$ cat src/rtl/tk_pkg.sv
package tk_pkg;

    localparam int HR_LAST = 23;
    localparam int MS_LAST_MIN_SEC = 59;

    typedef enum logic [1:0] {
        ST_RUN     = 2'd0,
        ST_SET_HR  = 2'd1,
        ST_SET_MIN = 2'd2,
        ST_SET_SEC = 2'd3
    } tk_mode_e;

endpackage

$ cat src/rtl/tk_mode_fsm.sv
module tk_mode_fsm
    import tk_pkg::*;
(
    input  logic       clk,
    input  logic       rst_n,
    input  logic [1:0] sel_i,
    output tk_mode_e   state_q,
    output logic       run_en,
    output logic       adj_hr,
    output logic       adj_min,
    output logic       adj_sec
);

    tk_mode_e state_d;

    // next state: the selector names the target state
    always_comb begin
        unique case (sel_i)
            2'd0:    state_d = ST_RUN;
            2'd1:    state_d = ST_SET_HR;
            2'd2:    state_d = ST_SET_MIN;
            default: state_d = ST_SET_SEC;
        endcase
    end

    // state register
    always_ff @(posedge clk) begin
        if (!rst_n) begin
            state_q <= ST_RUN;
        end else begin
            state_q <= state_d;
        end
    end

    // decoded state outputs
    always_comb begin
        run_en  = 1'b0;
        adj_hr  = 1'b0;
        adj_min = 1'b0;
        adj_sec = 1'b0;
        unique case (state_q)
            ST_RUN:     run_en  = 1'b1;
            ST_SET_HR:  adj_hr  = 1'b1;
            ST_SET_MIN: adj_min = 1'b1;
            ST_SET_SEC: adj_sec = 1'b1;
            default:    run_en  = 1'b0;
        endcase
    end

endmodule

$ cat src/rtl/tk_wrap_counter.sv
module tk_wrap_counter #(
    parameter int W    = 8,
    parameter int LAST = 59
) (
    input  logic         clk,
    input  logic         rst_n,
    input  logic         inc,
    input  logic         dec,
    output logic [W-1:0] value
);

    localparam logic [W-1:0] TOP = W'(LAST);

    // increment has priority over decrement; both wrap
    always_ff @(posedge clk) begin
        if (!rst_n) begin
            value <= '0;
        end else if (inc) begin
            value <= (value == TOP) ? '0 : value + 1'b1;
        end else if (dec) begin
            value <= (value == '0) ? TOP : value - 1'b1;
        end
    end

endmodule

$ cat src/rtl/timekeeper_core.sv
module timekeeper_core
    import tk_pkg::*;
#(
    parameter int FIELD_W = 8,
    parameter int MS_W    = 10,
    parameter int MS_LAST = 999
) (
    input  logic               clk,
    input  logic               rst_n,
    input  logic [1:0]         sel_i,
    input  logic               up_i,
    input  logic               down_i,
    input  logic               tick_i,
    output logic [FIELD_W-1:0] hr_o,
    output logic [FIELD_W-1:0] min_o,
    output logic [FIELD_W-1:0] sec_o,
    output logic [MS_W-1:0]    ms_o
);

    localparam logic [MS_W-1:0]    MS_TOP  = MS_W'(MS_LAST);
    localparam logic [FIELD_W-1:0] SM_TOP  = FIELD_W'(MS_LAST_MIN_SEC);

    tk_mode_e mode_q;
    logic     run_en, adj_hr, adj_min, adj_sec;
    logic     step_up, step_dn;
    logic     ms_inc, ms_roll, sec_roll, min_roll;
    logic     sec_inc, sec_dec, min_inc, min_dec, hr_inc, hr_dec;

    tk_mode_fsm u_mode (
        .clk     (clk),
        .rst_n   (rst_n),
        .sel_i   (sel_i),
        .state_q (mode_q),
        .run_en  (run_en),
        .adj_hr  (adj_hr),
        .adj_min (adj_min),
        .adj_sec (adj_sec)
    );

    // up wins over down
    assign step_up = up_i;
    assign step_dn = down_i & ~up_i;

    // cascaded carries exist only in run mode
    assign ms_inc   = run_en & tick_i;
    assign ms_roll  = ms_inc & (ms_o == MS_TOP);
    assign sec_roll = ms_roll & (sec_o == SM_TOP);
    assign min_roll = sec_roll & (min_o == SM_TOP);

    assign sec_inc = ms_roll  | (adj_sec & step_up);
    assign sec_dec = adj_sec & step_dn;
    assign min_inc = sec_roll | (adj_min & step_up);
    assign min_dec = adj_min & step_dn;
    assign hr_inc  = min_roll | (adj_hr & step_up);
    assign hr_dec  = adj_hr & step_dn;

    tk_wrap_counter #(.W(MS_W), .LAST(MS_LAST)) u_ms (
        .clk (clk), .rst_n (rst_n), .inc (ms_inc), .dec (1'b0), .value (ms_o)
    );

    tk_wrap_counter #(.W(FIELD_W), .LAST(MS_LAST_MIN_SEC)) u_sec (
        .clk (clk), .rst_n (rst_n), .inc (sec_inc), .dec (sec_dec), .value (sec_o)
    );

    tk_wrap_counter #(.W(FIELD_W), .LAST(MS_LAST_MIN_SEC)) u_min (
        .clk (clk), .rst_n (rst_n), .inc (min_inc), .dec (min_dec), .value (min_o)
    );

    tk_wrap_counter #(.W(FIELD_W), .LAST(HR_LAST)) u_hr (
        .clk (clk), .rst_n (rst_n), .inc (hr_inc), .dec (hr_dec), .value (hr_o)
    );

endmodule

$ cat config.mk
export PLATFORM = sky130hd
export DESIGN_NAME = timekeeper_core
export DESIGN_NICKNAME = d
export VERILOG_FILES = /design/src/rtl/tk_pkg.sv /design/src/rtl/tk_mode_fsm.sv /design/src/rtl/tk_wrap_counter.sv /design/src/rtl/timekeeper_core.sv
export SDC_FILE = /design/constraint.sdc
export NUM_CORES = 1
export LEC_CHECK = 0
export CAP_MARGIN = 20
export CORE_ASPECT_RATIO = 1.1
export CORE_UTILIZATION = 40
export CTS_CLUSTER_SIZE = 14
export DETAILED_ROUTE_END_ITERATION = 10
export DONT_BUFFER_PORTS = 1
export PLACE_DENSITY = 0.66
export SYNTH_ARGS = -nofsm -noshare
export SYNTH_HDL_FRONTEND = slang
export SYNTH_SLANG_ARGS = --single-unit
$ cat constraint.sdc
create_clock -name clk -period 3 [get_ports clk]
set_input_delay 0.3 -clock clk [delete_from_list [all_inputs] [get_ports clk]]
set_output_delay 0.3 -clock clk [all_outputs]
set_load 0.1 [all_outputs]
==> flow_summary_export.csv <==
group,metric,value,unit
outcome,status,"complete, no violations",
floorplanning,rows,29,
synthesis,yosysWarnings,0,
power,vdd_drop_max,0.2789,mV
synthesis,synth_nets,336,
power,comb_power_share,0.311,
floorplanning,die_x,77.43,um
power,p_per_area,501.1,mW/mm^2
routing,totalWireLength,6431,um
cts,cts_resized,0,
sta,worst_pin_slew,0.7667,ns
final_layout,regArea,720.7,sq um
final_layout,fin_nets,361,
synthesis,synth_edf_count,0,
synthesis,ys_top_cells_by_count,"dfxtp_1 (36), nor2_1 (27), a21oi_1 (24), nand3_1 (24), nand2_1 (22)",
floorplanning,ioPinCount,41,
floorplanning,fp.coreArea,0.005914,sq mm
global_routing,overflow,0,
floorplanning,die_area,0.006580,sq mm
synthesis,synth_cells,319,
job,cap_violations,0,
cts,cts_buffers,5,
sta,hold_violations,0,
sta,finalCriticalPeriod,2.191,ns
global_routing,grt_pass1_vias,2269,
routing,wl_per_cell,15.24,um
critical_path,crit_path_start,"u_sec.value[0]",
synthesis,yosysTopAreaCell,"dfxtp_1",
cts,ctsLongestPathBuffers,2,
power,sw_frac_of_total,0.3725,
synthesis,ys_seq_area_frac,0.2879,
sta,fmax,456.4,MHz
cts,path_clk_slew,0.08,ns
cts,cts.sink_count,36,
sta,finalClockSkew,0.008801,ns
sta,hold_ws,0.1319,ns
final_layout,num_antenna_cells,0,
synthesis,synth.avg_cell_area,7.848,sq um
floorplanning,die_h,84.98,um
final_layout,n_fill_cell,601,
power,p_seq_frac,0.361,
global_routing,antenna_found_initial,0,
routing,detail-route-antenna-nets,0,
power,switchingPower,545.1,uW
cts,clock-root-buffer,"clkbuf_8",
global_routing,grt_max_degree,23,
final_layout,syn2layout_area_growth,16.64,%
routing,vias_per_cell,5.903,
synthesis,syn_area,0.002504,sq mm
place,gp_congestion,0.8987,
critical_path,r2r-start,"u_sec.value[0]",
cts,ctsHoldBuffers,0,
worst_hold_path,min-delay-path-class,"in -> reg",
cts,tritoncts,"done",
critical_path,rrSetupSlack,0.81,ns
synthesis,synth_area_leaders,"dfxtp_1 (29%), ha_1 (5.0%), a21oi_1 (4.8%)",
critical_path,cp.arrival,2.42,ns
final_layout,multi_input_area,0.001647,sq mm
floorplanning,initial_utilization,0.4233,
routing,remaining_drc_errors,0,
sta,rsz0062_at_grt,"no",
global_routing,track_usage,0.2039,
sta,finalSetupViolCount,0,
sta,report.final.slew_viol_count,0,
cts,post-cts-setup-buffers,0,
synthesis,ys_types,63,
global_routing,grt_pass1_wl,10830,um
cts,clkLatencyLatePin,0.29,ns
synthesis,synth_flop_cell,"dfxtp_1",
cts,h-tree-depth,2,
synthesis,synth_top_area_share,0.2879,
critical_path,crit_type,"reg -> reg",
worst_hold_path,holdCritStartpoint,"sel_i[0]",
critical_path,required,3.22,ns
power,power.internal,918.2,uW
synthesis,synth.most_common_cell,"dfxtp_1",
power,p_leak,1.136,nW
routing,drt_iter0_drc,256,
final_layout,drive_gt1_frac,0.1681,
critical_path,crit_path_end_kind,"flop",
routing,first_pass_iters,4,
critical_path,cp_max_fo,10,
routing,via_count,2491,
place,dp_hpwl,4608,um
sta,fin_tns_setup,0,ns
critical_path,crit_path_start_kind,"flop",
place,io_buffers,0,
synthesis,synth-seq-cells,36,
synthesis,synthArstFlopShare,0,
sta,relSlewSlack,0.4883,
power,clock_power_share,0.328,
sta,period_share,0.7303,
-- flip-flops by register name, summed over array words and instances (netlist names) --
| signal | cells |
|---|---|
| u_ms.value | 10 |
| u_mode.state_q | 2 |
| u_hr.value | 8 |
| u_min.value | 8 |
| u_sec.value | 8 |
-- worst max-delay path, cell delays in order (launching register included) --
cell     delay, ns
dfxtp_1       0.42
ha_1          0.27
nor4b_4       0.26
nand2_2       0.18
o31a_1        0.46
or3_1         0.39
a31oi_1       0.15
-- power groups by stage --
| stage | sequential, mW | clock (mW) | combinational [mW] |
|---|---|---|---|
| final | 0.529 | 0.479 | 0.455 |
| after global routing | 0.533 | 0.514 | 0.488 |
| after CTS | 0.529 | 0.492 | 0.455 |
| after detailed placement | 0.540 | 0 | 0.453 |
| after global placement | 0.539 | 0 | 0.448 |
| after floorplan | 0.723 | 0 | 0.186 |
-- final cells by class --
type,count,area share
multi-input cells,251,0.5638
flip-flops and latches,36,0.2468
repair buffers,38,0.09769
clock buffers,7,0.03299
well taps,77,0.03299
inverters,12,0.01542
clock inverters,1,0.01028
-- cell families (layout without fill, tap and decap cells) --
logic type      Yosys count  count (layout)  synth area share
fa+ha+maj                10              10           0.04998
simple gates            138             138            0.3099
buf+inv                  32              58           0.05697
flops                    36              36            0.2879
compound gates           84              84            0.2284
mux                       1               1          0.003998
xor+xnor                 18              18           0.06297
-- cell usage in the layout (no fill, tap or decap), types with 2 or more instances in the layout --
cell type | synthesis | routed
o211a_1 | 2 | 2
a211oi_1 | 6 | 6
buf_4 | 0 | 38
nand2_1 | 22 | 22
a31oi_1 | 2 | 2
or3_1 | 4 | 4
inv_1 | 12 | 12
o211ai_1 | 5 | 5
xnor2_1 | 7 | 7
nand3_1 | 24 | 24
nor3_1 | 13 | 13
a311oi_1 | 3 | 3
xor2_1 | 11 | 11
nor4_1 | 2 | 2
o311a_1 | 2 | 2
a221oi_1 | 7 | 7
nand4_1 | 2 | 2
nand4b_1 | 3 | 3
dfxtp_1 | 36 | 36
ha_1 | 10 | 10
o21a_1 | 4 | 4
nor3b_1 | 4 | 4
a21oi_1 | 24 | 24
nand3b_1 | 2 | 2
and2_1 | 5 | 5
a32oi_1 | 2 | 2
clkbuf_8 | 0 | 7
and3_1 | 9 | 9
nor2_1 | 27 | 27
o21ai_0 | 14 | 14
and4_1 | 5 | 5
-- layer usage --
metal	vias to the layer above	track usage	routed length, um
met3	6	0.06022	449
met4	0	0.06518	51
met5	-	0	0
li1	1237	-	-
met1	1173	0.2554	2864
met2	75	0.3347	3065
-- worst paths after layout --
path	end	cells past startpoint
setup / recovery	u_hr.value[6]	6
hold / removal	u_mode.state_q[0]	1
setup reg to reg	u_hr.value[6]	6
hold reg to reg	u_sec.value[1]	2
-- through the flow --
step / worst slack [ns] / instance area (sq um) / utilization / std cells / total power [mW]
final: 0.8091 / 2920 / 0.4938 / 422 / 1.463
after global routing: 0.5418 / 2920 / 0.4938 / 422 / 1.535
after CTS: 0.8261 / 2920 / 0.4938 / 422 / 1.475
after detailed placement: 0.8447 / 2794 / 0.4724 / 414 / 0.9926
after global placement: 0.8813 / 2794 / 0.4724 / 414 / 0.9869
after floorplan: 0.2563 / 2504 / - / 319 / 0.9096
Power figures use the tool's default switching activity.
